### src/rtl/cldr_pkg.sv
package cldr_pkg;

  typedef enum logic [1:0] {
    ST_IDLE = 2'd0,
    ST_BUSY = 2'd1,
    ST_DONE = 2'd2
  } cldr_state_e;

  // Number of clocks spent chaining division steps for n steps at s per clock.
  function automatic int busy_clocks(input int n, input int s);
    return (n + s - 1) / s;
  endfunction

endpackage

### src/rtl/cldr_lead_one.sv
// Isolates the highest set bit of a vector; all zeros in gives all zeros out.
module cldr_lead_one #(
  parameter int N = 8
) (
  input  logic [N-1:0] vec,
  output logic [N-1:0] top
);

  logic [N-1:0] higher_set;

  assign higher_set[N-1] = 1'b0;

  for (genvar i = 0; i < N - 1; i++) begin : g_scan
    assign higher_set[i] = |vec[N-1:i+1];
  end

  assign top = vec & ~higher_set;

endmodule

### src/rtl/cldr_step.sv
// One carry-less long-division step: shift the next dividend bit into the
// partial remainder and cancel the divisor's leading term when it appears.
module cldr_step #(
  parameter int N = 8
) (
  input  logic         en,
  input  logic [N-1:0] nq_i,    // upper: dividend bits left, lower: quotient so far
  input  logic [N-1:0] rem_i,
  input  logic [N-1:0] div_i,
  input  logic [N-1:0] mask_i,  // one-hot leading term of the divisor
  output logic [N-1:0] nq_o,
  output logic [N-1:0] rem_o
);

  logic [N-1:0] rem_sh;
  logic         hit;

  assign rem_sh = {rem_i[N-2:0], nq_i[N-1]};
  assign hit    = |({rem_i, nq_i[N-1]} & {1'b0, mask_i});

  always_comb begin
    if (en) begin
      rem_o = hit ? (rem_sh ^ div_i) : rem_sh;
      nq_o  = {nq_i[N-2:0], hit};
    end else begin
      rem_o = rem_i;
      nq_o  = nq_i;
    end
  end

endmodule

### src/rtl/cldr_ctrl.sv
module cldr_ctrl
  import cldr_pkg::*;
#(
  parameter int N  = 8,
  parameter int S  = 2,
  parameter int CW = $clog2(N + S + 1)
) (
  input  logic          clk,
  input  logic          rst,
  input  logic          in_valid,
  output logic          in_ready,
  output logic          out_valid,
  input  logic          out_ready,
  output logic          load,
  output logic          advance,
  output logic [CW-1:0] stp
);

  localparam int BUSY_CYC = busy_clocks(N, S);

  cldr_state_e   st_q;
  logic [CW-1:0] stp_q;
  logic [CW-1:0] stp_nx;
  logic [CW-1:0] busy_len_q;

  assign in_ready  = (st_q == ST_IDLE);
  assign out_valid = (st_q == ST_DONE);
  assign load      = in_ready & in_valid;
  assign advance   = (st_q == ST_BUSY);
  assign stp       = stp_q;
  assign stp_nx    = stp_q + CW'(S);

  always_ff @(posedge clk) begin
    if (rst) begin
      st_q  <= ST_IDLE;
      stp_q <= '0;
    end else begin
      case (st_q)
        ST_IDLE: if (in_valid) begin
          st_q  <= ST_BUSY;
          stp_q <= '0;
        end
        ST_BUSY: begin
          stp_q <= stp_nx;
          if (stp_nx >= CW'(N)) st_q <= ST_DONE;
        end
        ST_DONE: if (out_ready) st_q <= ST_IDLE;
        default: st_q <= ST_IDLE;
      endcase
    end
  end

  // Cycle counter from acceptance, used to check the busy window length.
  always_ff @(posedge clk) begin
    if (rst || load) busy_len_q <= '0;
    else if (advance) busy_len_q <= busy_len_q + 1'b1;
  end

  AST_RESET_IDLE: assert property (@(posedge clk)
    rst |=> (in_ready && !out_valid));
  AST_ACCEPT_BLOCKS: assert property (@(posedge clk) disable iff (rst)
    load |=> (!in_ready && !out_valid));
  AST_BUSY_LENGTH: assert property (@(posedge clk) disable iff (rst)
    $rose(out_valid) |-> (busy_len_q == CW'(BUSY_CYC)));
  AST_OUT_HOLD: assert property (@(posedge clk) disable iff (rst)
    (out_valid && !out_ready) |=> (out_valid && !in_ready));
  AST_RELEASE: assert property (@(posedge clk) disable iff (rst)
    (out_valid && out_ready) |=> (in_ready && !out_valid));

endmodule

### src/rtl/cldr_unit.sv
module cldr_unit #(
  parameter int N = 8,
  parameter int S = 2
) (
  input  logic         clk,
  input  logic         rst,
  input  logic         in_valid,
  output logic         in_ready,
  input  logic [N-1:0] in_dividend,
  input  logic [N-1:0] in_divisor,
  output logic         out_valid,
  input  logic         out_ready,
  output logic [N-1:0] out_quot,
  output logic [N-1:0] out_rem
);

  localparam int CW = $clog2(N + S + 1);

  logic          load;
  logic          advance;
  logic [CW-1:0] stp;
  logic [N-1:0]  lead_in;
  logic [N-1:0]  nq_q, rem_q, div_q, mask_q;
  logic [N-1:0]  nq_c  [S+1];
  logic [N-1:0]  rem_c [S+1];

  cldr_ctrl #(.N(N), .S(S), .CW(CW)) u_ctrl (
    .clk       (clk),
    .rst       (rst),
    .in_valid  (in_valid),
    .in_ready  (in_ready),
    .out_valid (out_valid),
    .out_ready (out_ready),
    .load      (load),
    .advance   (advance),
    .stp       (stp)
  );

  cldr_lead_one #(.N(N)) u_lead (
    .vec (in_divisor),
    .top (lead_in)
  );

  assign nq_c[0]  = nq_q;
  assign rem_c[0] = rem_q;

  for (genvar j = 0; j < S; j++) begin : g_chain
    logic [CW-1:0] idx;
    logic          en;
    assign idx = stp + CW'(j);
    assign en  = (idx < CW'(N));
    cldr_step #(.N(N)) u_step (
      .en     (en),
      .nq_i   (nq_c[j]),
      .rem_i  (rem_c[j]),
      .div_i  (div_q),
      .mask_i (mask_q),
      .nq_o   (nq_c[j+1]),
      .rem_o  (rem_c[j+1])
    );
  end

  always_ff @(posedge clk) begin
    if (rst) begin
      nq_q   <= '0;
      rem_q  <= '0;
      div_q  <= '0;
      mask_q <= '0;
    end else if (load) begin
      nq_q   <= in_dividend;
      rem_q  <= '0;
      div_q  <= in_divisor;
      mask_q <= lead_in;
    end else if (advance) begin
      nq_q  <= nq_c[S];
      rem_q <= rem_c[S];
    end
  end

  assign out_quot = nq_q;
  assign out_rem  = rem_q;

  AST_DIVISOR_HELD: assert property (@(posedge clk) disable iff (rst)
    !in_ready |=> ($stable(div_q) && $stable(mask_q)));
  AST_RESULT_STABLE: assert property (@(posedge clk) disable iff (rst)
    (out_valid && !out_ready) |=> ($stable(out_quot) && $stable(out_rem)));
  AST_LEAD_ONEHOT: assert property (@(posedge clk) disable iff (rst)
    $onehot0(mask_q));
  AST_REM_BELOW_DIVISOR: assert property (@(posedge clk) disable iff (rst)
    (out_valid && (mask_q != '0)) |-> (rem_q < mask_q));

endmodule

### config.mk
export PLATFORM = sky130hd
export DESIGN_NAME = cldr_unit
export DESIGN_NICKNAME = d
export VERILOG_FILES = /design/src/rtl/cldr_pkg.sv /design/src/rtl/cldr_lead_one.sv /design/src/rtl/cldr_step.sv /design/src/rtl/cldr_ctrl.sv /design/src/rtl/cldr_unit.sv
export SDC_FILE = /design/constraint.sdc
export NUM_CORES = 1
export LEC_CHECK = 0
export BUFFER_PORTS_ARGS = -buffer_cell sky130_fd_sc_hd__buf_2
export CAP_MARGIN = 20
export CORE_MARGIN = 3
export CORE_UTILIZATION = 55
export DETAILED_ROUTE_END_ITERATION = 12
export PLACE_DENSITY_LB_ADDON = 0.05
export RECOVER_POWER = 50
export SLEW_MARGIN = 0
export SYNTH_ARGS = -nofsm -noshare
export SYNTH_HDL_FRONTEND = slang
export SYNTH_SLANG_ARGS = --single-unit
### constraint.sdc
create_clock -name clk -period 3.05 [get_ports clk]
set_input_delay 0.305 -clock clk [delete_from_list [all_inputs] [get_ports clk]]
set_output_delay 0.305 -clock clk [all_outputs]
set_load 0.02 [all_outputs]
Yosys cells after proc, flatten, opt, wreduce, memory -nomap -nowiden
Index checks and enable logic that the tools add are counted.
Storage, ports and cells
  flip-flop bits (word level): 38
  bits of input ports: 20
  output and inout port bits: 18
Operators by class
  add/subtract/negate cells: 2
  order comparisons: 3
  eq/ne operators: 5
  mux-type cells: 14
  bitwise operators: 7
  reduce and logical (&&, ||, !) cells: 14
Operators by type and width (count)
  8-bit two-way mux: 8
  9-bit by 8-bit bitwise AND with 9-bit output: 2
  9-bit OR reduction: 2
  8-bit XOR: 2
  8-bit bitwise AND: 1
  4-bit less-than comparator (second input constant): 2
  7-bit inverter with 8-bit output: 1
  4-bit case mux with 2 select lines: 1
  7-bit OR reduction: 1
  2-bit two-way mux: 3
  2-bit case mux with 3 select lines: 1
  6-bit OR reduction: 1
  5-bit OR reduction: 1
  4-bit by 1-bit adder with 4-bit output (second input constant): 1
  4-bit by 2-bit adder with 4-bit output (second input constant): 1
  4-bit greater-or-equal comparator (second input constant): 1
  4-bit two-way mux: 1
  2-bit by 1-bit != test with 1-bit output (second input constant): 2
  2-bit nonzero test: 2
  2-bit OR reduction: 2
  4-bit OR reduction: 1
  3-bit AND reduction: 1
  3-bit OR reduction: 1
  2-bit by 1-bit == test with 1-bit output (second input constant): 1
  5 further kinds: 5

Logic depth before layout (Yosys ltp)
Gate-level depths: netlist (run 1).
  depth in word-level cells: 9
  gate-level depth with buffers: 15
  mapped depth without buffers: 14

By module
Synthesis (run 1) repeated with hierarchy kept, for this count alone.
Second synthesis, totals
  cells, all modules: 279
  area, all modules: 2612.5 um^2
By module, submodules not included
  cldr_unit: instances 1, cells each 134, area an instance 1386.3 um^2, seq. area each 640.6 um^2
  cldr_step: instances 2, cells each 53, area an instance 442.9 um^2, seq. area each 0.0 um^2
  cldr_ctrl: instances 1, cells each 29, area an instance 256.5 um^2, seq. area each 100.1 um^2
  cldr_lead_one: instances 1, cells each 10, area an instance 83.8 um^2, seq. area each 0.0 um^2

Least setup slack after synthesis (run 1)
Ideal clock, no wire load.
  path kind: reg2reg
  from: register rem_q[6], in the netlist out_rem[6]
  to: register nq_q[0], in the netlist out_quot[0]
  setup time: 0.132 ns
  arrival: 2.775 ns
  required time: 2.918 ns
  path slack: 0.143 ns
  cell stages (with the launch flop): 16
  buffers on the path: 1
  cells stage by stage: dfxtp_1 ha_1 a21oi_1 and3_1 nand2_1 nand2_1 xnor2_1 mux2_2 ha_1 nor4_2 nand4_1 a211oi_2 nand4_2 buf_6 o21ai_0 a21oi_1
On the way
  cells in the longest elaborated chain, start to end: 9
  elaborated cells between the ends (all ways): 11
Ends and longest elaborated chain
  start, declared: RTL line cldr_unit.sv:23  | logic [N-1:0] nq_q, rem_q, div_q, mask_q;
  start signal, assigned: RTL line cldr_unit.sv:76  | rem_q <= rem_c[S];
  9-bit by 8-bit bitwise AND with 9-bit output: RTL line cldr_step.sv:19  | assign hit = |({rem_i, nq_i[N-1]} & {1'b0, mask_i});
  9-bit OR reduction: RTL line cldr_step.sv:19
  8-bit two-way mux: RTL line cldr_step.sv:23  | rem_o = hit ? (rem_sh ^ div_i) : rem_sh;
  8-bit two-way mux: RTL line cldr_step.sv:22  | if (en) begin
  9-bit by 8-bit bitwise AND with 9-bit output: RTL line cldr_step.sv:19
  9-bit OR reduction: RTL line cldr_step.sv:19
  8-bit two-way mux (*): RTL line cldr_step.sv:22
  8-bit two-way mux (*): RTL line cldr_unit.sv:74  | end else if (advance) begin
  8-bit two-way mux (*): RTL line cldr_unit.sv:69  | end else if (load) begin
  end signal, assigned: RTL line cldr_unit.sv:70  | nq_q <= in_dividend;
  end signal, assigned: RTL line cldr_unit.sv:75  | nq_q <= nq_c[S];
  end, declared: RTL line cldr_unit.sv:23
Every way passes the cells marked *; elsewhere a longest branch is shown, timed or not. The select of a mux whose other input is x is not followed.
A chain may end at the register's enable or synchronous reset.

Worst setup path in the final report (run 1)
  from: register div_q[7]
  to: register rem_q[5], in the netlist out_rem[5]
On the way
  cells in the longest elaborated chain, start to end: 7
Ends and longest elaborated chain
  start, declared: RTL line cldr_unit.sv:23
  start signal, assigned: RTL line cldr_unit.sv:72  | div_q <= in_divisor;
  8-bit XOR: RTL line cldr_step.sv:23
  8-bit two-way mux: RTL line cldr_step.sv:23
  8-bit two-way mux: RTL line cldr_step.sv:22
  9-bit by 8-bit bitwise AND with 9-bit output: RTL line cldr_step.sv:19
  9-bit OR reduction: RTL line cldr_step.sv:19
  8-bit two-way mux: RTL line cldr_step.sv:23
  8-bit two-way mux: RTL line cldr_step.sv:22
No other way between the ends.

==> results of run 1 <==
[power by group]
part	internal [mW]	switching (mW)	leakage, nW
logic	0.0567	0.102	0.713
registers	0.492	0.0262	0.295
clock network	0.409	0.184	0.0784
total	0.958	0.312	1.09
[layout make-up]
class,instances,area (µm²)
flip-flops and latches,36,723
repair buffers,66,395
inverters,4,15.0
well taps,46,57.6
clock inverters,3,90.1
multi-input cells,208,1370
fillers,262,752
clock buffers,5,68.8
[cells by family (layout without fill, tap and decap cells)]
kind of cell | after synthesis | after routing | share of synthesized area, %
compound gates | 63 | 63 | 21.1
buf+inv | 17 | 78 | 3.86
flops | 36 | 36 | 35.3
simple gates | 130 | 130 | 32.1
xor+xnor | 6 | 6 | 2.57
mux | 5 | 5 | 2.57
fa+ha+maj | 4 | 4 | 2.45
[state kept, by name, indices dropped and copies added (netlist names)]
| name | cells |
|---|---|
| div_q | 8 |
| mask_q | 7 |
| out_quot | 8 |
| out_rem | 8 |
| u_ctrl.st_q | 2 |
| u_ctrl.stp | 3 |
[timing repair]
| item | CTS | global route |
|---|---|---|
| resized for setup | 1 | 27 |
| endpoints found under the setup margin | 3 | 9 |
| gates cloned | 0 | 0 |
| pin swaps | 3 | 8 |
| buffers inserted | 1 | 5 |
| hold buffers | 0 | 0 |
[worst register-to-register path, delay by kind of cell (launching register included)]
kind	cells	cell delay (ns)
fa+ha+maj	2	0.35
flops	1	0.35
xor+xnor	1	0.07
simple gates	6	1.02
buf+inv	1	0.18
compound gates	4	0.68
mux	1	0.29
[worst paths after layout]
check	startpoint	to	slack, ns	depth (start not counted)
max	div_q[7]$_SDFFE_PP0P_	out_rem[5]$_SDFFE_PP0P_	0.02	15
min	in_divisor[4]	div_q[4]$_SDFFE_PP0P_	0.27	3
max reg2reg	div_q[7]$_SDFFE_PP0P_	out_rem[5]$_SDFFE_PP0P_	0.02	15
min reg2reg	out_quot[3]$_SDFFE_PP0P_	out_quot[5]$_SDFFE_PP0P_	0.50	2
[cells in the mapped netlist, drive strengths merged, types with 4 or more instances]
master / number / area (µm²)
clkbuf: 9 / 33.8
nand2: 55 / 206
nand4: 5 / 37.5
nor2: 30 / 120
ha: 4 / 50.1
o21ai: 10 / 50.0
nor4: 6 / 58.8
and3: 7 / 43.8
o311ai: 4 / 42.6
o31ai: 6 / 45.0
xor2: 4 / 35.0
dfxtp: 36 / 721
buf: 4 / 30.0
a311oi: 6 / 52.6
nand3: 5 / 25.0
a21oi: 21 / 105
nor3: 5 / 25.0
[routing by layer]
layer | vias to the layer above | wire (µm) | global-route usage, %
met3 | 28 | 608 | 5.73
met2 | 153 | 3130 | 41.6
met1 | 1117 | 2700 | 37.7
met4 | 0 | 282 | 11.4
li1 | 1066 | - | -
met5 | - | 0 | 0
[metrics by stage]
step	cell area [µm²]	TNS (ns)	total power, mW	cells
2_1_floorplan	2040	0	0.614	261
3_3_place_gp	2390	0	0.672	354
3_5_place_dp	2390	0	0.674	354
4_1_cts	2560	0	1.26	363
5_1_grt	2720	-0.305	1.31	368
6_report	2720	0	1.27	368
==> flow_metrics.env, run 1 <==
export IMPL_status="completed"
export IMPL_clock_latency_ns=0.29
export IMPL_fin_util_pct=78.3
export IMPL_cts_tree="built"
export IMPL_grt_pass1_wl_um=9270
export IMPL_antenna_cells=0
export IMPL_tightestPinTransition_ns=1.03
export IMPL_grtUsageTotal_pct=27.5
export IMPL_leakagePower_nw=1.09
export IMPL_clk_pin_slew_worst_paths_ns=0.08
export IMPL_cap_violations=0
export IMPL_cts_buffers=5
export IMPL_cts_sinks=36
export IMPL_worst_ep_arrival_time_ns=3.21
export IMPL_nets=345
export IMPL_totalWireLength_um=6720
export IMPL_wire_per_inst_um=18.3
export IMPL_antenna_found_initial=0
export IMPL_die_x_um=67.0
export IMPL_drt_first_pass_iters=5
export IMPL_hold_violations=0
export IMPL_critPathKind="reg -> reg"
export IMPL_end_kind="register"
export IMPL_fin_ws_ns=0.0158
export IMPL_postSynth_asyncResetShare_pct=0
export IMPL_globalplace_congestion=0.987
export IMPL_vdd_ir_drop_max_uv=421
export IMPL_whs_ns=0.266
export IMPL_cp_top_family="simple AND/OR/NAND/NOR gates"
export IMPL_path_max_fanout=6
export IMPL_clk_path_buf_depth=2
export IMPL_slowest_stage="dfxtp_2"
export IMPL_worstHoldPathType="in -> reg"
export IMPL_start_util_pct=58.9
export IMPL_synth_avg_cell_area_um2=7.83
export IMPL_drv_slew=0
export IMPL_area_growth_syn_to_layout_pct=32.9
export IMPL_synth_cell_types=54
export IMPL_die_h_um=67.0
export IMPL_fmax_mhz=330
export IMPL_rsz0062_at_grt="yes"
export IMPL_layout_drive_gt1_share_pct=27.0
export IMPL_clock_root_buffer="clkbuf_8"
export IMPL_grt_max_degree=33
export IMPL_dr_total_vias=2364
export IMPL_cp_required_ns=3.23
export IMPL_dpl_hpwl_um=4200
export IMPL_synth_net_count=285
export IMPL_pin_count=38
export IMPL_synth_edf_count=0
export IMPL_critPathMaxStageDelay_ns=0.35
export IMPL_mostFrequentLayoutCell="nand2_1"
export IMPL_worstPathBufferInverterCount=1
export IMPL_path_cells="ha_4 > a21oi_4 > and3_4 > nand2_4 > nand2_4 > xnor2_2 > mux2_4 > ha_4 > nor4_4 > nand4_1 > a211oi_2 > nand4_4 > buf_6 > a21oi_1 > o31ai_1"
export IMPL_die_area_mm2=0.00448
export IMPL_crit_path_start_kind="register"
export IMPL_power_density_mw_per_mm2=468
export IMPL_synth_seq_cells=36
export IMPL_synth_area_mm2=0.00204
export IMPL_grt_pass1_vias=1956
export IMPL_max_slew_margin_pct=31.6
export IMPL_setup_violations=0
export IMPL_mostFrequentLayoutCells="nand2_1 (53), dfxtp_1 (34), nor2_1 (29)"
export IMPL_min_period_over_period_pct=99.5
export IMPL_rows=21
export IMPL_yosys_most_used_dff="dfxtp_1"
export IMPL_drt_iter0_markers=418
export IMPL_yosysSeqAreaShare_pct=35.3
export IMPL_synthCells=261
export IMPL_core_mm2=0.00347
export IMPL_gr_total_overflow=0
export IMPL_place_ws_ns=0.0478
export IMPL_ys_warn_count=0
export IMPL_route_detailed_drc=0
export IMPL_port_buffers=37
export IMPL_post_route_min_period_ns=3.03
export IMPL_via_per_inst=6.42
export IMPL_skew_ns=0.00786
export IMPL_ant_nets=0
export IMPL_htreeDepth=2
No activity file was read; power rests on OpenSTA's default activity.
==> run 2, diff against run 1 <==
Settings changed: ABC_AREA set to 0, CORE_ASPECT_RATIO set to 1.5, CORE_MARGIN 3 to not set.
==> flow_metrics.env, run 2 (synthesis gave the netlist of run 1 again) <==
export IMPL_area_growth_syn_to_layout_pct=20.0
export IMPL_tightestPinTransition_ns=1.03
export IMPL_end_kind="register"
export IMPL_clock_root_buffer="clkbuf_8"
export IMPL_via_per_inst=5.98
export IMPL_port_buffers=37
export IMPL_wire_per_inst_um=15.7
export IMPL_grt_max_degree=33
export IMPL_htreeDepth=2
export IMPL_totalWireLength_um=5560
export IMPL_cap_violations=0
export IMPL_rows=26
export IMPL_timing_reg2reg_setup_slack_ns=0.14
export IMPL_ant_nets=0
export IMPL_pin_count=38
export IMPL_ff2ff_path_depth=15
export IMPL_rr_endpoint="out_quot[0]$_SDFFE_PP0P_"
export IMPL_setup_violations=0
export IMPL_slowest_stage="dfxtp_1"
export IMPL_skew_ns=0.00505
export IMPL_fmax_mhz=344
export IMPL_design_area_mm2=0.00245
export IMPL_route_detailed_drc=0
export IMPL_power_density_mw_per_mm2=400
export IMPL_vdd_ir_drop_max_uv=372
export IMPL_nFillCells=315
export IMPL_cp_num_cells=15
export IMPL_grtUsageTotal_pct=29.3
export IMPL_fin_util_pct=70.4
export IMPL_start_util_pct=58.7
export IMPL_path_cells="ha_1 > a21oi_2 > and3_4 > nand2_1 > nand2_1 > xnor2_1 > mux2_2 > ha_1 > nor4_2 > nand4_1 > a211oi_2 > nand4_4 > buf_6 > o21ai_0 > a21oi_1"
export IMPL_grt_pass1_vias=1837
export IMPL_leakagePower_nw=0.961
export IMPL_max_slew_margin_pct=31.1
export IMPL_worstPathBufferInverterCount=1
export IMPL_antenna_cells=0
export IMPL_drv_slew=0
export IMPL_cp_required_ns=3.20
export IMPL_seq_area_um2=721
export IMPL_grt_pass1_wl_um=8710
export IMPL_mostFrequentLayoutCell="nand2_1"
export IMPL_dpl_hpwl_um=4100
export IMPL_power_mw=0.981
export IMPL_mostFrequentLayoutCells="nand2_1 (55), dfxtp_1 (36), nor2_1 (29)"
export IMPL_final_cells=354
export IMPL_clk_pin_slew_worst_paths_ns=0.07
export IMPL_min_period_over_period_pct=95.3
export IMPL_globalplace_congestion=0.913
export IMPL_worstSetupEndpoint="out_quot[0]$_SDFFE_PP0P_"
export IMPL_gr_total_overflow=0
export IMPL_die_x_um=51.8
export IMPL_critPathLaunch="div_q[7]$_SDFFE_PP0P_"
export IMPL_clock_latency_ns=0.29
export IMPL_hold_violations=0
export IMPL_dp_cells=346
export IMPL_drt_first_pass_iters=5
export IMPL_layout_drive_gt1_share_pct=19.2
export IMPL_worst_ep_arrival_time_ns=3.06
export IMPL_worstHoldPathType="in -> reg"
export IMPL_cts_tree="built"
export IMPL_core_mm2=0.00348
export IMPL_cts_buffers=5
export IMPL_drt_iter0_markers=91
export IMPL_cp_top_family="simple AND/OR/NAND/NOR gates"
export IMPL_whs_ns=0.264
export IMPL_critPathMaxStageDelay_ns=0.33
export IMPL_cts_sinks=36
export IMPL_nets=336
export IMPL_crit_path_start_kind="register"
export IMPL_die_area_mm2=0.00397
export IMPL_postPlaceCellArea_mm2=0.00236
export IMPL_status="completed"
export IMPL_r2r_start="div_q[7]$_SDFFE_PP0P_"
export IMPL_path_max_fanout=8
export IMPL_critPathKind="reg -> reg"
export IMPL_cts_hold_buf=0
export IMPL_die_h_um=76.7
export IMPL_antenna_found_initial=0
export IMPL_clk_path_buf_depth=2
export IMPL_dr_total_vias=2116
export IMPL_post_route_min_period_ns=2.91
export IMPL_multiInputGateArea_mm2=0.00127
==> run 2: tightest hold or removal path, cell delays in order <==
cell and delay, ns:
buf_2 0.09, nand2_1 0.05, a21oi_1 0.05
==> run 2: per-stage QoR <==
step                setup WS [ns]  setup TNS [ns]
floorplan                   0.143               0
global placement            0.125               0
detailed placement         0.0573               0
CTS                        0.0450               0
global route              -0.0345          -0.158
finish                      0.143               0
==> run 2: how the worst min path moves through the flow <==
stage                                to                    start  cells after the start
3_3_place_gp    out_rem[7]$_SDFFE_PP0P_  out_rem[7]$_SDFFE_PP0P_                      2
4_1_cts        out_quot[0]$_SDFFE_PP0P_           in_dividend[0]                      3
5_1_grt        out_quot[0]$_SDFFE_PP0P_           in_dividend[0]                      3
6_report       out_quot[0]$_SDFFE_PP0P_           in_dividend[0]                      3
2_1_floorplan     div_q[3]$_SDFFE_PP0P_            in_divisor[3]                      2
3_5_place_dp    out_rem[7]$_SDFFE_PP0P_  out_rem[7]$_SDFFE_PP0P_                      2
==> run 2: what timing repair did <==
item,4_1_cts,5_1_grt
setup endpoints to repair,0,8
resized for setup,0,6
buffers inserted,0,1
==> run 2: report_power, final <==
group / internal, mW / leakage [nW] / switching [mW]
Sequential: 0.492 / 0.294 / 0.0221
Combinational: 0.0516 / 0.626 / 0.0957
Clock: 0.155 / 0.0410 / 0.164
==> run 2: area by class of cell <==
type | instances | area share (%)
inverter | 4 | 0.613
clock inverter | 1 | 0.204
tap | 42 | 2.14
multi-input combinational | 208 | 51.8
clock buffer | 6 | 2.96
timing repair buffer | 57 | 12.9
sequential | 36 | 29.4
==> run 2: metal layers <==
layer / vias to the layer above / global-route usage (%) / wire length [µm]
met2: 71 / 45.6 / 2740
met4: 0 / 16.2 / 233
li1: 1048 / - / -
met1: 977 / 37.5 / 2320
met5: - / 0 / 0
met3: 20 / 4.56 / 272
==> run 3, diff against run 2 <==
Settings changed: BUFFER_PORTS_ARGS -buffer_cell sky130_fd_sc_hd__buf_2 to -buffer_cell sky130_fd_sc_hd__buf_4.
==> flow_metrics.env, run 3 (synthesis gave the netlist of run 1 again) <==
export IMPL_grtUsageTotal_pct=30.5
export IMPL_wire_per_inst_um=15.7
export IMPL_route_detailed_drc=0
export IMPL_worstHoldPathType="in -> reg"
export IMPL_cap_violations=0
export IMPL_start_util_pct=58.7
export IMPL_antenna_found_initial=0
export IMPL_clk_path_buf_depth=2
export IMPL_drv_slew=0
export IMPL_whs_ns=0.271
export IMPL_clock_root_buffer="clkbuf_8"
export IMPL_clk_pin_slew_worst_paths_ns=0.07
export IMPL_max_slew_margin_pct=32.9
export IMPL_dr_total_vias=2162
export IMPL_via_per_inst=6.04
export IMPL_globalplace_congestion=0.924
export IMPL_clock_latency_ns=0.29
export IMPL_place_ws_ns=0.0297
export IMPL_rows=26
export IMPL_cts_buffers=5
export IMPL_die_area_mm2=0.00397
export IMPL_vdd_ir_drop_max_uv=298
export IMPL_cts_sinks=36
export IMPL_final_cells=358
export IMPL_min_period_over_period_pct=94.9
export IMPL_power_density_mw_per_mm2=404
export IMPL_tightestPinTransition_ns=1.01
export IMPL_htreeDepth=2
export IMPL_cts_tree="built"
export IMPL_totalWireLength_um=5620
export IMPL_timing_reg2reg_setup_slack_ns=0.16
export IMPL_fin_ws_ns=0.156
export IMPL_path_max_fanout=5
export IMPL_grt_max_degree=33
export IMPL_status="completed"
export IMPL_die_h_um=76.7
export IMPL_dp_cells=347
export IMPL_ant_nets=0
export IMPL_grt_pass1_vias=1988
export IMPL_drt_iter0_markers=78
export IMPL_grt_pass1_wl_um=9270
export IMPL_antenna_cells=0
export IMPL_cp_required_ns=3.25
export IMPL_area_growth_syn_to_layout_pct=23.6
export IMPL_mostFrequentLayoutCells="nand2_1 (55), buf_4 (42), dfxtp_1 (35)"
export IMPL_crit_path_start_kind="register"
export IMPL_setup_violations=0
export IMPL_port_buffers=37
export IMPL_power_mw=1.02
export IMPL_dpl_hpwl_um=4150
export IMPL_hold_violations=0
export IMPL_gr_total_overflow=0
export IMPL_end_kind="register"
export IMPL_skew_ns=0.00538
export IMPL_post_route_min_period_ns=2.89
export IMPL_layout_drive_gt1_share_pct=20.9
export IMPL_die_x_um=51.8
export IMPL_drt_first_pass_iters=4
export IMPL_fmax_mhz=346
export IMPL_mostFrequentLayoutCell="nand2_1"
export IMPL_leakagePower_nw=0.994
export IMPL_worst_ep_arrival_time_ns=3.09
export IMPL_pin_count=38
export IMPL_nets=339
export IMPL_critPathKind="reg -> reg"
export IMPL_core_mm2=0.00348
## run 3: worst paths after layout
check / cells past startpoint / start / to
setup / recovery: 15 / out_rem[6]$_SDFFE_PP0P_ / out_rem[4]$_SDFFE_PP0P_
hold / removal: 3 / in_divisor[2] / mask_q[2]$_SDFFE_PP0P_
setup reg to reg: 15 / out_rem[6]$_SDFFE_PP0P_ / out_rem[4]$_SDFFE_PP0P_
hold reg to reg: 2 / out_rem[7]$_SDFFE_PP0P_ / out_rem[7]$_SDFFE_PP0P_
## run 3: what timing repair did
action / CTS / global route
hold buffers: 0 / 0
setup buffers: 0 / 3
gates resized for setup: 0 / 6
endpoints found under the setup margin: 0 / 9
## run 3: where the power goes
group / switching [mW] / internal [mW] / total [mW]
registers: 0.0223 / 0.492 / 0.515
clock network: 0.166 / 0.184 / 0.350
logic: 0.0953 / 0.0597 / 0.155
total: 0.284 / 0.736 / 1.02
## run 3: through the flow
stage | setup TNS [ns] | instance area (µm²) | util (%)
global route | -0.0790 | 2520 | 72.5
floorplan | 0 | 2040 | -
finish | 0 | 2520 | 72.5
CTS | 0 | 2550 | 73.3
detailed placement | 0 | 2460 | 70.7
global placement | 0 | 2460 | 70.7
## run 3: metal layers
| metal | up-vias | GRT usage [%] | part of all wire, % |
|---|---|---|---|
| li1 | 1056 | - | - |
| met1 | 1014 | 38.1 | 41 |
| met2 | 74 | 50.9 | 51 |
| met3 | 18 | 4.56 | 4.4 |
| met4 | 0 | 12.4 | 3.4 |
| met5 | - | 0 | 0 |
## run 3: cell type report
class / count / area [µm²]
clock buffers: 8 / 90.1
fillers: 298 / 956
inverters: 4 / 15.0
multi-input cells: 208 / 1250
flip-flops and latches: 36 / 722
well taps: 42 / 52.6
repair buffers: 60 / 390
## run 3: critical path: stages, from the launching register on
cell	delay, ns
dfxtp_2	0.34
ha_1	0.22
a21oi_2	0.15
and3_4	0.20
nand2_1	0.07
nand2_1	0.08
xnor2_1	0.08
mux2_2	0.27
ha_2	0.17
nor4_2	0.13
nand4_1	0.13
a211oi_2	0.28
nand4_2	0.17
buf_6	0.17
and3_1	0.17
o31ai_1	0.18
